<file path="src/rtl/i2c_rcv_pkg.sv">
package i2c_rcv_pkg;
  typedef enum logic [2:0] {
    ST_IDLE   = 3'd0,
    ST_LOW    = 3'd1,
    ST_HIGH   = 3'd2,
    ST_STOP_A = 3'd3,
    ST_STOP_B = 3'd4,
    ST_STOP_C = 3'd5
  } rcv_state_e;
endpackage

</file>
<file path="src/rtl/i2c_rcv_sync.sv">
module i2c_rcv_sync #(
  parameter int WIDTH  = 2,
  parameter int STAGES = 2
) (
  input  logic             clk_i,
  input  logic             rst_ni,
  input  logic [WIDTH-1:0] d_i,
  output logic [WIDTH-1:0] q_o
);
  logic [WIDTH-1:0] stage_q [STAGES];

  for (genvar s = 0; s < STAGES; s++) begin : g_stage
    always_ff @(posedge clk_i or negedge rst_ni) begin
      if (!rst_ni) stage_q[s] <= '1;  // idle bus is high
      else if (s == 0) stage_q[s] <= d_i;
      else stage_q[s] <= stage_q[(s == 0) ? 0 : s-1];
    end
  end

  assign q_o = stage_q[STAGES-1];
endmodule

</file>
<file path="src/rtl/i2c_rcv_pulse_ctr.sv">
module i2c_rcv_pulse_ctr #(
  parameter int NPULSE = 9,
  localparam int CW    = $clog2(NPULSE + 1)
) (
  input  logic          clk_i,
  input  logic          rst_ni,
  input  logic          clr_i,
  input  logic          inc_i,
  output logic [CW-1:0] cnt_o,
  output logic          last_o
);
  localparam logic [CW-1:0] LAST = CW'(NPULSE - 1);

  always_ff @(posedge clk_i or negedge rst_ni) begin
    if (!rst_ni)    cnt_o <= '0;
    else if (clr_i) cnt_o <= '0;
    else if (inc_i) cnt_o <= cnt_o + 1'b1;
  end

  assign last_o = (cnt_o == LAST);
endmodule

</file>
<file path="src/rtl/i2c_rcv_fsm.sv">
module i2c_rcv_fsm
  import i2c_rcv_pkg::*;
(
  input  logic clk_i,
  input  logic rst_ni,
  input  logic tick_i,
  input  logic start_i,
  input  logic engine_busy_i,
  input  logic sda_s_i,
  input  logic last_i,
  output logic clr_o,
  output logic inc_o,
  output logic finish_o,
  output logic scl_oe_o,
  output logic sda_oe_o,
  output logic busy_o
);
  rcv_state_e state_q, state_d;

  always_comb begin
    state_d  = state_q;
    clr_o    = 1'b0;
    inc_o    = 1'b0;
    finish_o = 1'b0;
    unique case (state_q)
      ST_IDLE: if (start_i && !engine_busy_i) begin
        state_d = ST_LOW;
        clr_o   = 1'b1;
      end
      ST_LOW:  if (tick_i) state_d = ST_HIGH;
      ST_HIGH: if (tick_i) begin
        inc_o   = 1'b1;
        // early exit once the slave has let go
        state_d = (sda_s_i || last_i) ? ST_STOP_A : ST_LOW;
      end
      ST_STOP_A: if (tick_i) state_d = ST_STOP_B;
      ST_STOP_B: if (tick_i) state_d = ST_STOP_C;
      ST_STOP_C: if (tick_i) begin
        state_d  = ST_IDLE;
        finish_o = 1'b1;
      end
      default: state_d = ST_IDLE;
    endcase
  end

  always_ff @(posedge clk_i or negedge rst_ni) begin
    if (!rst_ni) state_q <= ST_IDLE;
    else         state_q <= state_d;
  end

  assign scl_oe_o = (state_q == ST_LOW) || (state_q == ST_STOP_A);
  assign sda_oe_o = (state_q == ST_STOP_A) || (state_q == ST_STOP_B);
  assign busy_o   = (state_q != ST_IDLE);
endmodule

</file>
<file path="src/rtl/i2c_rcv_status.sv">
module i2c_rcv_status (
  input  logic clk_i,
  input  logic rst_ni,
  input  logic finish_i,
  input  logic sda_s_i,
  input  logic clear_i,
  output logic done_o,
  output logic stuck_o
);
  always_ff @(posedge clk_i or negedge rst_ni) begin
    if (!rst_ni) begin
      done_o  <= 1'b0;
      stuck_o <= 1'b0;
    end else if (finish_i) begin  // set beats clear
      done_o  <= 1'b1;
      stuck_o <= !sda_s_i;
    end else if (clear_i) begin
      done_o  <= 1'b0;
      stuck_o <= 1'b0;
    end
  end
endmodule

</file>
<file path="src/rtl/i2c_bus_recover.sv">
module i2c_bus_recover #(
  parameter int NPULSE      = 9,
  parameter int SYNC_STAGES = 2
) (
  input  logic clk_i,
  input  logic rst_ni,
  input  logic tick_i,
  input  logic rec_start_i,
  input  logic engine_busy_i,
  input  logic clear_i,
  input  logic scl_i,
  input  logic sda_i,
  output logic scl_oe_o,
  output logic sda_oe_o,
  output logic busy_o,
  output logic done_o,
  output logic stuck_o,
  output logic scl_status_o,
  output logic sda_status_o
);
  localparam int CW = $clog2(NPULSE + 1);

  logic [1:0]    line_s;
  logic          clr, inc, last, finish;
  logic [CW-1:0] cnt;

  i2c_rcv_sync #(.WIDTH(2), .STAGES(SYNC_STAGES)) u_sync (
    .clk_i, .rst_ni, .d_i({scl_i, sda_i}), .q_o(line_s)
  );

  assign scl_status_o = line_s[1];
  assign sda_status_o = line_s[0];

  i2c_rcv_pulse_ctr #(.NPULSE(NPULSE)) u_ctr (
    .clk_i, .rst_ni, .clr_i(clr), .inc_i(inc), .cnt_o(cnt), .last_o(last)
  );

  i2c_rcv_fsm u_fsm (
    .clk_i, .rst_ni, .tick_i,
    .start_i(rec_start_i), .engine_busy_i,
    .sda_s_i(line_s[0]), .last_i(last),
    .clr_o(clr), .inc_o(inc), .finish_o(finish),
    .scl_oe_o, .sda_oe_o, .busy_o
  );

  i2c_rcv_status u_status (
    .clk_i, .rst_ni, .finish_i(finish), .sda_s_i(line_s[0]),
    .clear_i, .done_o, .stuck_o
  );
endmodule

</file>
<file path="config.mk">
export PLATFORM = sky130hd
export DESIGN_NAME = i2c_bus_recover
export DESIGN_NICKNAME = d
export VERILOG_FILES = /design/src/rtl/i2c_rcv_pkg.sv /design/src/rtl/i2c_rcv_sync.sv /design/src/rtl/i2c_rcv_pulse_ctr.sv /design/src/rtl/i2c_rcv_fsm.sv /design/src/rtl/i2c_rcv_status.sv /design/src/rtl/i2c_bus_recover.sv
export SDC_FILE = /design/constraint.sdc
export NUM_CORES = 1
export LEC_CHECK = 0
export BUFFER_PORTS_ARGS = -buffer_cell sky130_fd_sc_hd__buf_2
export CORE_UTILIZATION = 30
export CTS_BUF_LIST = sky130_fd_sc_hd__clkbuf_16
export DETAILED_ROUTE_END_ITERATION = 8
export PLACE_DENSITY = 0.49
export SLEW_MARGIN = 20
export SYNTH_ARGS = -nofsm -noshare
export SYNTH_HDL_FRONTEND = slang
export SYNTH_SLANG_ARGS = --single-unit
</file>
<file path="constraint.sdc">
create_clock -name clk_i -period 3.02 [get_ports clk_i]
set_input_delay 0.302 -clock clk_i [delete_from_list [all_inputs] [get_ports clk_i]]
set_output_delay 0.302 -clock clk_i [all_outputs]
set_load 0.01 [all_outputs]
</file>
# --- Yosys cells after proc, flatten, opt, wreduce, memory -nomap -nowiden ---
# Index checks and enable logic that the tools add are counted.
word_totals:
  out_inout_bits: 7
  inputBits: 8
  wordCells: 48
  reg_bits: 13
op_classes:
  addsub: 1
  muxes: 18
  reduce_logical: 11
  n_eq_ne: 12
ops:
  columns: ["op", "n"]
  rows:
  - ["two-way mux 3 bit", 6]
  - ["one-hot mux 3 bit (6 select lines)", 1]
  - ["inequality test 2 bit (second input constant)", 5]
  - ["two-way mux 1 bit", 8]
  - ["two-way mux 4 bit", 2]
  - ["equality test 3 x 2 -> 1 bit (second input constant)", 2]
  - ["equality test 3 bit (second input constant)", 2]
  - ["AND reduction 6 bit", 1]
  - ["adder 4 x 1 -> 4 bit (second input constant)", 1]
  - ["equality test 4 bit (second input constant)", 1]
  - ["nonzero test 2 bit", 2]
  - ["equality test 3 x 1 -> 1 bit (second input constant)", 1]
  - ["zero test 3 bit", 1]
  - ["logical OR 1 bit", 3]
  - ["nonzero test 3 bit", 1]
  - ["zero test 1 bit", 2]
  - ["two-way mux 2 bit", 1]
  - ["inequality test 2 x 1 -> 1 bit (second input constant)", 1]
  - ["logical AND 1 bit", 1]

# --- Logic depth before layout (Yosys ltp) ---
# Gate-level depths: netlist (run 1).
depth:
  ltp_word: 5
  mapped_depth: 5
  mapped_depth_nobuf: 5

# --- Modules after synthesis ---
# Synthesis (run 1) repeated with hierarchy kept, for this count alone.
unflattened:
  cells_unflattened: 63
  area_unflattened_um2: 651.9
modules_own_cells:
  columns: ["module", "seq_area_each_um2", "instances", "area_per_inst_um2", "cells_per_inst"]
  rows:
  - ["i2c_rcv_fsm", 75.1, 1, 232.7, 29]
  - ["i2c_rcv_pulse_ctr", 100.1, 1, 220.2, 21]
  - ["i2c_rcv_sync", 105.1, 1, 120.1, 6]
  - ["i2c_rcv_status", 50.0, 1, 78.8, 7]

# --- Worst setup path after synthesis (run 1) ---
# Ideal clock, no wire load.
synth_path:
  kind: "flip-flop to flip-flop"
  from: "register u_fsm.state_q[0]"
  to: "register u_fsm.state_q[0]"
  slack_ns: 1.630
  arrival_ns: 1.324
  n_path_buf: 1
  synth_period_minus_slack_ns: 1.390
  setup_ns: 0.066
  t_required_ns: 2.954
  stages_incl_launch_ff: 5
  cell_sequence: "dfrtp_1 > buf_6 > or3_4 > nor3b_4 > o311a_1"
synth_between:
  elab_chain_len: 3
  word_cells_on_any_way: 14
  cone_classes: "eq/ne (11); mux (1); reduce/logical (2)"
synth_lines:
  columns: ["element", "line_no", "rtl"]
  rows:
  - ["start: declaration", "i2c_rcv_fsm.sv:18", "rcv_state_e state_q, state_d;"]
  - ["start signal: assignment", "i2c_rcv_fsm.sv:48", "else state_q <= state_d;"]
  - ["equality test 3 x 1 -> 1 bit, or another cell as far along", "i2c_rcv_fsm.sv:25", "unique case (state_q)"]
  - ["inequality test 2 bit (no line) or inequality test 2 x 1 -> 1 bit (tied branches)", null, null]
  - ["AND reduction 6 bit (no line)", null, null]
# Parallel ways exist; a longest one is shown, timed or not.
# A chain may end at the register's enable or synchronous reset.

# --- Worst setup path after layout (run 1) ---
layout_path:
  from: "register u_fsm.state_q[0]"
  to: "register u_ctr.cnt_o[2]"
layout_between:
  elab_chain_len: 3
  word_cells_on_any_way: 6
  cone_classes: "eq/ne (1); mux (3); reduce/logical (2)"
layout_lines:
  columns: ["element", "line_no", "rtl"]
  rows:
  - ["equality test 3 x 2 -> 1 bit or zero test 3 bit (tied branches)", "i2c_rcv_fsm.sv:25", null]
  - ["two-way mux 1 bit", "i2c_rcv_fsm.sv:25", null]
  - ["nonzero test 2 bit (no line) or two-way mux 4 bit (tied branches)", null, null]
  - ["end signal: assignment", "i2c_rcv_pulse_ctr.sv:17", "else if (inc_i) cnt_o <= cnt_o + 1'b1;"]
  - ["end: declaration", "i2c_rcv_pulse_ctr.sv:9", "output logic [CW-1:0] cnt_o,"]
# Parallel ways exist; a longest one is shown, timed or not.

==> flow_summary.json, run 1 <==
{
  "worstHoldPathType": "input pin to flop",
  "diodes": 0,
  "drt-vias-per-instance": 4.577,
  "pwr-share-seq_pct": 37.6,
  "clk_pin_slew_ns": 0.05,
  "ant_nets": 0,
  "ys_async_sr_fraction_pct": 100.0,
  "slew_headroom_pct": 33.63,
  "nNetsFinal": 81,
  "drive_above_1_share_pct": 32.86,
  "clk_latency_ns": 0.24,
  "synth_cell_types": 28,
  "synth_fp_nets": 63,
  "p_leak_nw": 0.3707,
  "final_util_pct": 40.69,
  "critPathLaunchType": "flop",
  "grt_pass1_vias": 356,
  "pre_cts_slack_ns": 1.211,
  "maxSlewViolCount": 0,
  "netlist_area_sq_um": 621.8,
  "yosys_register_bits": 13,
  "start_util_pct": 31.70,
  "end_kind": "flop",
  "worstPathArrival_ns": 1.95,
  "htreeDepth": 1,
  "rsz0062_at_grt": "no",
  "numCtsBuffers": 3,
  "grt_pass1_wl_um": 1649,
  "post-route-min-period_ns": 1.810,
  "synth_cells": 53,
  "antenna_found_initial": 0,
  "status": "finished clean",
  "setup_viol": 0,
  "drc": 0,
  "num_vias": 444,
  "hold-worst-slack_ns": 0.1622,
  "placedInstanceArea_sq_um": 709.4,
  "hold_viol": 0,
  "cap_violations": 0,
  "overflow": 0,
  "cts-root-buf": "clkbuf_16",
  "avgSynthCellArea_sq_um": 11.73,
  "irDropWorstVdd_v": 0.0003132,
  "post_cts_resized": 0,
  "num_rows": 16,
  "dp_hpwl_um": 757.9,
  "track_usage_pct": 11.12,
  "finalSetupTns_ns": 0,
  "setup_ws_ns": 1.210,
  "yosysSeqAreaShare_pct": 53.12,
  "ys_warn_count": 0,
  "die_h_um": 47.53,
  "gp_congestion": 0.6903,
  "die_x_um": 47.53,
  "fin_area_sq_um": 798.3,
  "finClkSkew_ns": 0.003451,
  "timing.fmax_ghz": 0.5524,
  "clock-sinks": 13,
  "core_sq_mm": 0.001962,
  "powerDensity_mw_per_mm2": 900.9,
  "synth-edff-count": 0,
  "synth_top_cell_by_area": "dfrtp_1",
  "synth_ff_type": "dfrtp_1",
  "area_growth_syn_to_layout_pct": 28.37,
  "synth_area_leaders": "dfrtp_1 (36%), dfstp_2 (17%), mux2i_1 (6.4%)",
  "pwr-share-comb_pct": 28.5,
  "dr.pass1.iters": 2,
  "drt-total-wl_um": 1065,
  "period_share_pct": 59.95,
  "yosysTopAreaCellShare_pct": 36.22,
  "fp.dieArea_sq_mm": 0.002259,
  "ios": 15,
  "cts_tree": "built",
  "p_switching_uw": 223.9,
  "routedWlPerCell_um": 10.98,
  "drtIter0Drc": 8,
  "grt_max_degree": 14,
  "internal_power_uw": 495.3,
  "clockBufferDepth": 2,
  "worst_pin_slew_ns": 0.9822,
  "io_buffers": 14,
  "cp.required_ns": 3.16,
  "path_class": "flop to flop",
  "switching_share_pct": 31.13,
  "p_clk_share_pct": 33.9,
  "crit_fanout": 9
}
==> registers in the layout, summed over array words and instances (netlist names) <==
signal            flops
u_ctr.cnt_o           4
u_status.stuck_o      1
u_status.done_o       1
u_fsm.state_q         3
u_sync.q_o            2
u_sync.stage_q        2
==> cell families after synthesis <==
| group | synth area share, % |
|---|---|
| and+or+nand+nor | 20.52 |
| DFF | 53.12 |
| AOI/OAI and AO/OA | 9.457 |
| buffers and inverters | 5.029 |
| muxes | 6.439 |
| adders and majority gates | 4.024 |
| xor gates and xnor gates | 1.409 |
==> placed cells by master, fill, tap and decap left out, types with 2 or more instances in the layout <==
cell       instances
ha_1               2
inv_1              5
buf_2             14
nand2b_1           2
nor2_1             4
clkbuf_16          3
nand2_1            2
mux2i_1            4
dfrtp_1            9
nor2b_1            2
dfstp_2            4
nor3_1             2
==> through the flow <==
stage	std cells	power, mW
2_1_floorplan	53	0.4298
3_3_place_gp	92	0.4783
3_5_place_dp	92	0.4797
4_1_cts	97	0.7291
5_1_grt	97	0.7713
6_report	97	0.7192
==> routing by layer <==
layer,part of all wire (%),vias to the layer above,GRT usage (%)
met5,0,-,0
met4,2.3,0,8.333
met3,6.9,5,3.396
met2,42,14,13.70
met1,49,202,15.93
li1,-,223,-
==> worst max-delay path, stage by stage, from the launching register on <==
cell and delay [ns]:
dfrtp_1 0.47, nor4bb_1 0.87, nor2_1 0.08, nor4_1 0.28
==> cells in the mapped netlist (2+ instances only) <==
library cell	number
nor2_1	4
ha_1	2
inv_1	4
nand2_1	2
nor3_1	2
mux2i_1	4
nand2b_1	2
dfstp_2	4
nor2b_1	2
dfrtp_1	9
==> power groups by stage <==
| stage | combinational (mW) | clock (mW) | sequential (mW) |
|---|---|---|---|
| floorplan | 0.176 | 0 | 0.253 |
| global placement | 0.207 | 0 | 0.272 |
| detailed placement | 0.206 | 0 | 0.274 |
| CTS | 0.209 | 0.248 | 0.271 |
| global route | 0.235 | 0.254 | 0.282 |
| finish | 0.205 | 0.244 | 0.271 |
==> what timing repair did <==
| action | 4_1_cts | 5_1_grt |
|---|---|---|
| hold buffers | 1 | 0 |
| setup buffers | 0 | 0 |
| hold endpoints to repair | 9 | 0 |
==> layout make-up <==
type / count / area [sq um]
Fill cell: 214 / 1164
Sequential cell: 13 / 330.3
Multi-Input combinational cell: 34 / 260.3
Timing Repair Buffer: 15 / 80.08
Clock buffer: 3 / 75.07
Tap cell: 27 / 33.78
Inverter: 4 / 15.01
Clock inverter: 1 / 3.754
==> path summary, 6_finish.rpt <==
path	from	end	slack (ns)	cells after the start
max	u_fsm.state_q[0]$_DFFE_PN0P_	u_ctr.cnt_o[2]$_DFFE_PN0P_	1.21	3
max in group asynchronous	rst_ni	u_sync.q_o[0]$_DFF_PN1_	2.27	2
max reg2reg	u_fsm.state_q[0]$_DFFE_PN0P_	u_ctr.cnt_o[2]$_DFFE_PN0P_	1.21	3
min reg2reg	u_sync.stage_q[2]$_DFF_PN1_	u_sync.q_o[0]$_DFF_PN1_	0.35	0
min	scl_i	u_sync.stage_q[3]$_DFF_PN1_	0.16	1
min in group asynchronous	rst_ni	u_ctr.cnt_o[2]$_DFFE_PN0P_	0.47	2
(Power assumes the default switching activity.)
==> run 2, diff against run 1 <==
==> constraint.sdc (replaced) <==
create_clock -name clk_i -period 1.78 [get_ports clk_i]
set_input_delay 0.178 -clock clk_i [delete_from_list [all_inputs] [get_ports clk_i]]
set_output_delay 0.178 -clock clk_i [all_outputs]
set_load 0.01 [all_outputs]
==> run 2 against run 1 <==
Final cell count increased by 1.0%. First-iteration DRC count shrank 25%. Sequential power rose by 72%. Via count down 3.4%. Largest cell class unchanged. Hold slack lost 0.13 ns. Global-route usage grew 1.2 points. Register-to-register slack lost 0.92 ns.
==> flow_summary.json, run 2 (same netlist as run 1, synthesis figures left out) <==
{
  "htreeDepth": 1,
  "grt_max_degree": 14,
  "finalSetupTns_ns": 0,
  "cap_violations": 0,
  "overflow": 0,
  "reg_top3": "u_ctr.cnt_o (4), u_fsm.state_q (3)",
  "drc": 0,
  "worstPathArrival_ns": 1.67,
  "numCtsBuffers": 3,
  "track_usage_pct": 12.35,
  "p_leak_nw": 0.3761,
  "grt_pass1_vias": 376,
  "area_growth_syn_to_layout_pct": 29.58,
  "drtIter0Drc": 6,
  "setup_viol": 0,
  "worst_pin_slew_ns": 0.3000,
  "r2r_end": "u_fsm.state_q[0]$_DFFE_PN0P_",
  "clockBufferDepth": 2,
  "crit_family": "simple AND/OR/NAND/NOR gates",
  "r2r_slack_ns": 0.29,
  "largest_reg_flops": 4,
  "cts_tree": "built",
  "postCtsSetupRepairBufs": 0,
  "layout_commonest_cell": "buf_2",
  "layout_common_cells": "buf_2 (14), dfrtp_1 (9), inv_1 (5)",
  "fp.dieArea_sq_mm": 0.002259,
  "met3_usage_pct": 4.528,
  "ff2ff_path_depth": 3,
  "cts-root-buf": "clkbuf_16",
  "clk_latency_ns": 0.24,
  "pwr-share-seq_pct": 37.5,
  "path_class": "flop to flop",
  "period_share_pct": 83.52,
  "num_vias": 429,
  "switching_share_pct": 31.52,
  "num_rows": 16,
  "finClkSkew_ns": 0.0006070,
  "crit_buf_inv": 0,
  "met1_usage_pct": 15.85,
  "post_cts_resized": 0,
  "clk_pin_slew_ns": 0.04,
  "gp_congestion": 0.7645,
  "crit_chain": "or3_4 > nor3b_4 > o311a_1",
  "crit_fanout": 9,
  "rsz0062_at_grt": "no",
  "grt_pass1_wl_um": 1738,
  "hold_viol": 0,
  "clock-sinks": 13,
  "drive_above_1_share_pct": 33.80,
  "reg2reg_from": "u_fsm.state_q[0]$_DFFE_PN0P_",
  "end_kind": "flop",
  "critPathLaunchType": "flop",
  "start_util_pct": 31.70,
  "drt-vias-per-instance": 4.378,
  "cpPeakStageDelay_ns": 0.47,
  "p_switching_uw": 390.1,
  "timing.fmax_ghz": 0.6726,
  "die_x_um": 47.53,
  "ant_nets": 0,
  "cts_hold_buf": 1,
  "die_h_um": 47.53,
  "irDropWorstVdd_v": 0.0005433,
  "ios": 15,
  "busiest_layer": "met1",
  "worstHoldPathType": "input pin to flop",
  "antenna_found_initial": 0,
  "p_clk_share_pct": 33.7,
  "dp_hpwl_um": 750.8,
  "seq_area_sq_um": 330.3,
  "internal_power_uw": 847.7,
  "multi_input_area_sq_um": 260.3,
  "status": "finished clean",
  "nNetsFinal": 82,
  "post-route-min-period_ns": 1.487,
  "cpMaxStageDelayCell": "dfrtp_1",
  "hold_depth": 1,
  "maxSlewViolCount": 0,
  "slew_headroom_pct": 80.00,
  "drt-total-wl_um": 1102,
  "min_delay_worst_endpoint": "u_sync.stage_q[2]$_DFF_PN1_",
  "core_sq_mm": 0.001962,
  "regMostFlops": "u_ctr.cnt_o",
  "min-delay-start": "sda_i",
  "cp.required_ns": 1.96,
  "powerDensity_mw_per_mm2": 1536,
  "final_util_pct": 41.07,
  "dr.pass1.iters": 2,
  "pwr-share-comb_pct": 28.8,
  "diodes": 0,
  "met2_usage_pct": 15.62,
  "io_buffers": 14,
  "fill_cells": 205,
  "startpoint": "u_fsm.state_q[0]$_DFFE_PN0P_",
  "routedWlPerCell_um": 11.24
}
## run 2: changes by cell type in the layout (fill, tap and decap cells not counted)
cell,previous run,this run
buf_4,0,1
## run 2: stage by stage
| step | cells | hold slack (ns) | area [sq um] | setup WS [ns] | power (mW) |
|---|---|---|---|---|---|
| after floorplan | 53 | -0.1176 | 621.8 | 0.3902 | 0.7292 |
| after global placement | 93 | 0.08864 | 716.9 | 0.3042 | 0.8262 |
| after detailed placement | 93 | 0.08918 | 716.9 | 0.3107 | 0.8192 |
| after CTS | 98 | 0.03011 | 805.8 | 0.2868 | 1.253 |
| after global routing | 98 | 0.02671 | 805.8 | 0.2127 | 1.333 |
| final | 98 | 0.03470 | 805.8 | 0.2933 | 1.238 |
## run 2: power groups by stage
| stage | Clock, mW | Combinational (mW) | Sequential [mW] |
|---|---|---|---|
| 4_1_cts | 0.428 | 0.365 | 0.460 |
| 5_1_grt | 0.452 | 0.400 | 0.482 |
| 3_5_place_dp | 0 | 0.358 | 0.461 |
| 6_report | 0.417 | 0.356 | 0.465 |
| 2_1_floorplan | 0 | 0.299 | 0.430 |
| 3_3_place_gp | 0 | 0.363 | 0.463 |
## run 2: how the worst max path moves through the flow
stage / to / slack, ns / depth (start not counted)
after CTS: u_fsm.state_q[0]$_DFFE_PN0P_ / 0.29 / 3
after detailed placement: u_fsm.state_q[0]$_DFFE_PN0P_ / 0.31 / 3
after global routing: u_fsm.state_q[0]$_DFFE_PN0P_ / 0.21 / 3
after floorplan: u_fsm.state_q[0]$_DFFE_PN0P_ / 0.39 / 4
final: u_fsm.state_q[0]$_DFFE_PN0P_ / 0.29 / 3
after global placement: u_fsm.state_q[0]$_DFFE_PN0P_ / 0.30 / 3
## run 2: layer usage
metal,part of all wire [%],up-vias
met2,42,14
met5,0,-
met1,48,187
met3,6.4,5
met4,3.8,0
li1,-,223
## run 2: cell type report
cell class | count | area share (%)
sequential | 13 | 40.99
multi-input combinational | 34 | 32.30
timing repair buffer | 16 | 10.87
clock buffer | 3 | 9.317
tap | 27 | 4.193
inverter | 4 | 1.863
clock inverter | 1 | 0.4658
==> run 3, diff against run 2 <==
--- a/config.mk
+++ b/config.mk
@@ -9,7 +9,7 @@
 export CORE_UTILIZATION = 30
 export CTS_BUF_LIST = sky130_fd_sc_hd__clkbuf_16
 export DETAILED_ROUTE_END_ITERATION = 8
-export PLACE_DENSITY = 0.49
+export PLACE_DENSITY = 0.51
 export SLEW_MARGIN = 20
 export SYNTH_ARGS = -nofsm -noshare
 export SYNTH_HDL_FRONTEND = slang
==> constraint.sdc (replaced) <==
create_clock -name clk_i -period 1.2 [get_ports clk_i]
set_input_delay 0.12 -clock clk_i [delete_from_list [all_inputs] [get_ports clk_i]]
set_output_delay 0.12 -clock clk_i [all_outputs]
set_load 0.01 [all_outputs]
==> run 3 against run 2 <==
The run now ends with negative setup slack left. Combinational power is 110% higher. Clock-buffer cell count is the same. Wire length is 12% higher. Sequential power up 43%. Register-to-register slack lost 0.46 ns. Final cell count increased by 7.1%. Critical path depth unchanged. Flip-flop and latch count stayed put. Worst setup slack got worse by 0.46 ns. Die area unchanged. Critical path type unchanged. Largest cell class unchanged. Largest power group is now combinational cells.
==> flow_summary.json, run 3 (same netlist as run 1, synthesis figures left out) <==
{
  "grt_pass1_wl_um": 1787,
  "violations": "negative setup slack",
  "dr.pass1.iters": 4,
  "maxSlewViolCount": 0,
  "end_kind": "flop",
  "worst_pin_slew_ns": 0.3087,
  "num_rows": 16,
  "cts-root-buf": "clkbuf_16",
  "numCtsBuffers": 3,
  "cp.required_ns": 1.38,
  "rsz0062_at_grt": "yes",
  "crit_buf_inv": 0,
  "drtIter0Drc": 7,
  "fp.dieArea_sq_mm": 0.002259,
  "num_vias": 477,
  "grt_max_degree": 14,
  "layout_commonest_cell": "buf_2",
  "overflow": 0,
  "gp_congestion": 0.7685,
  "area_growth_syn_to_layout_pct": 43.46,
  "path_class": "flop to flop",
  "post-route-min-period_ns": 1.365,
  "largest_reg_flops": 4,
  "critPathLaunchType": "flop",
  "p_leak_nw": 0.4126,
  "period_share_pct": 113.7,
  "core_sq_mm": 0.001962,
  "finalSetupTns_ns": -1.015,
  "irDropWorstVdd_v": 0.0009958,
  "setup_ws_ns": -0.1646,
  "io_buffers": 14,
  "die_h_um": 47.53,
  "pre_cts_slack_ns": -0.1372,
  "diodes": 0,
  "drc": 0,
  "hold_viol": 0,
  "dp_hpwl_um": 849.1,
  "drive_above_1_share_pct": 42.31,
  "antenna_found_initial": 0,
  "ios": 15,
  "cpPeakStageDelay_ns": 0.44,
  "regMostFlops": "u_ctr.cnt_o",
  "slew_headroom_pct": 79.42,
  "ant_nets": 0,
  "nNetsFinal": 89,
  "worstPathArrival_ns": 1.54,
  "worstHoldPathType": "input pin to flop",
  "drt-total-wl_um": 1233,
  "cap_violations": 0,
  "clk_pin_slew_ns": 0.05,
  "die_x_um": 47.53,
  "cts_tree": "built",
  "drt-vias-per-instance": 4.543,
  "layout_common_cells": "buf_2 (14), dfrtp_1 (7), inv_1 (5), buf_4 (5)",
  "crit_fanout": 5,
  "cpMaxStageDelayCell": "dfrtp_2",
  "timing.fmax_ghz": 0.7328,
  "track_usage_pct": 11.72,
  "setup_viol": 7,
  "crit_chain": "or3_4 > nor3b_4 > o311a_1",
  "start_util_pct": 31.70,
  "clockBufferDepth": 2,
  "powerDensity_mw_per_mm2": 2273,
  "status": "complete, but fails checks",
  "routedWlPerCell_um": 11.74,
  "finClkSkew_ns": 0.002161,
  "crit_family": "simple AND/OR/NAND/NOR gates",
  "reg_top3": "u_ctr.cnt_o (4), u_fsm.state_q (3)",
  "htreeDepth": 1,
  "clk_latency_ns": 0.24,
  "grt_pass1_vias": 416,
  "clock-sinks": 13
}
run 3: cell count changes in the layout (fill, tap and decap cells not counted), sizes merged:
cell	delta
buf	+5
dlygate4sd3	+2
run 3: worst register-to-register path, cell delays in order, from the launching register on:
cell and delay (ns):
dfrtp_2 0.44, or3_4 0.41, nor3b_4 0.28, o311a_1 0.18
run 3: per-layer routing:
metal  GRT usage [%]  vias up  routed length (um)
li1                -      239                   -
met1           16.05      226                 661
met2           16.44       10                 520
met3           3.396        2                  42
met4           6.667        0                   8
met5               0        -                   0
run 3: worst paths after layout:
kind | slack [ns] | startpoint | to | depth (start not counted)
setup / recovery | -0.16 | u_fsm.state_q[1]$_DFFE_PN0P_ | u_fsm.state_q[0]$_DFFE_PN0P_ | 3
hold / removal | 0.1 | clear_i | u_status.done_o$_DFFE_PN0P_ | 2
setup reg to reg | -0.16 | u_fsm.state_q[1]$_DFFE_PN0P_ | u_fsm.state_q[0]$_DFFE_PN0P_ | 3
hold reg to reg | 0.35 | u_sync.stage_q[3]$_DFF_PN1_ | u_sync.q_o[1]$_DFF_PN1_ | 0
max in group asynchronous | 0.61 | rst_ni | u_sync.q_o[1]$_DFF_PN1_ | 2
min in group asynchronous | 0.31 | rst_ni | u_fsm.state_q[2]$_DFFE_PN0P_ | 2
run 3: through the flow:
step | std cells | utilization, % | area, sq um | total power [mW] | hold slack (ns)
final | 105 | 45.47 | 892.1 | 2.028 | 0.09584
after global routing | 105 | 45.47 | 892.1 | 2.158 | 0.09906
after detailed placement | 97 | 38.07 | 747.0 | 1.310 | 0.02435
after CTS | 105 | 44.52 | 873.3 | 1.983 | 0.09583
after floorplan | 53 | - | 621.8 | 1.080 | -0.1756
after global placement | 97 | 38.07 | 747.0 | 1.307 | 0.02256
run 3: area by class of cell:
class                           count  area, sq um
Clock buffer                        3        75.07
Clock inverter                      1        3.754
Fill cell                         203         1070
Inverter                            4        15.01
Multi-Input combinational cell     34        282.8
Sequential cell                    13        332.8
Tap cell                           27        33.78
Timing Repair Buffer               23        148.9
run 3: what timing repair did:
action                                 CTS  global route
pin swaps                                1             1
resized for setup                        2             4
hold buffers                             3             0
setup endpoints to repair                7             8
endpoints found under the hold margin   11             0
buffers inserted                         1             0
run 3: power breakdown:
group	internal, mW	switching, mW
logic	0.414	0.329
clock network	0.439	0.178
registers	0.545	0.122
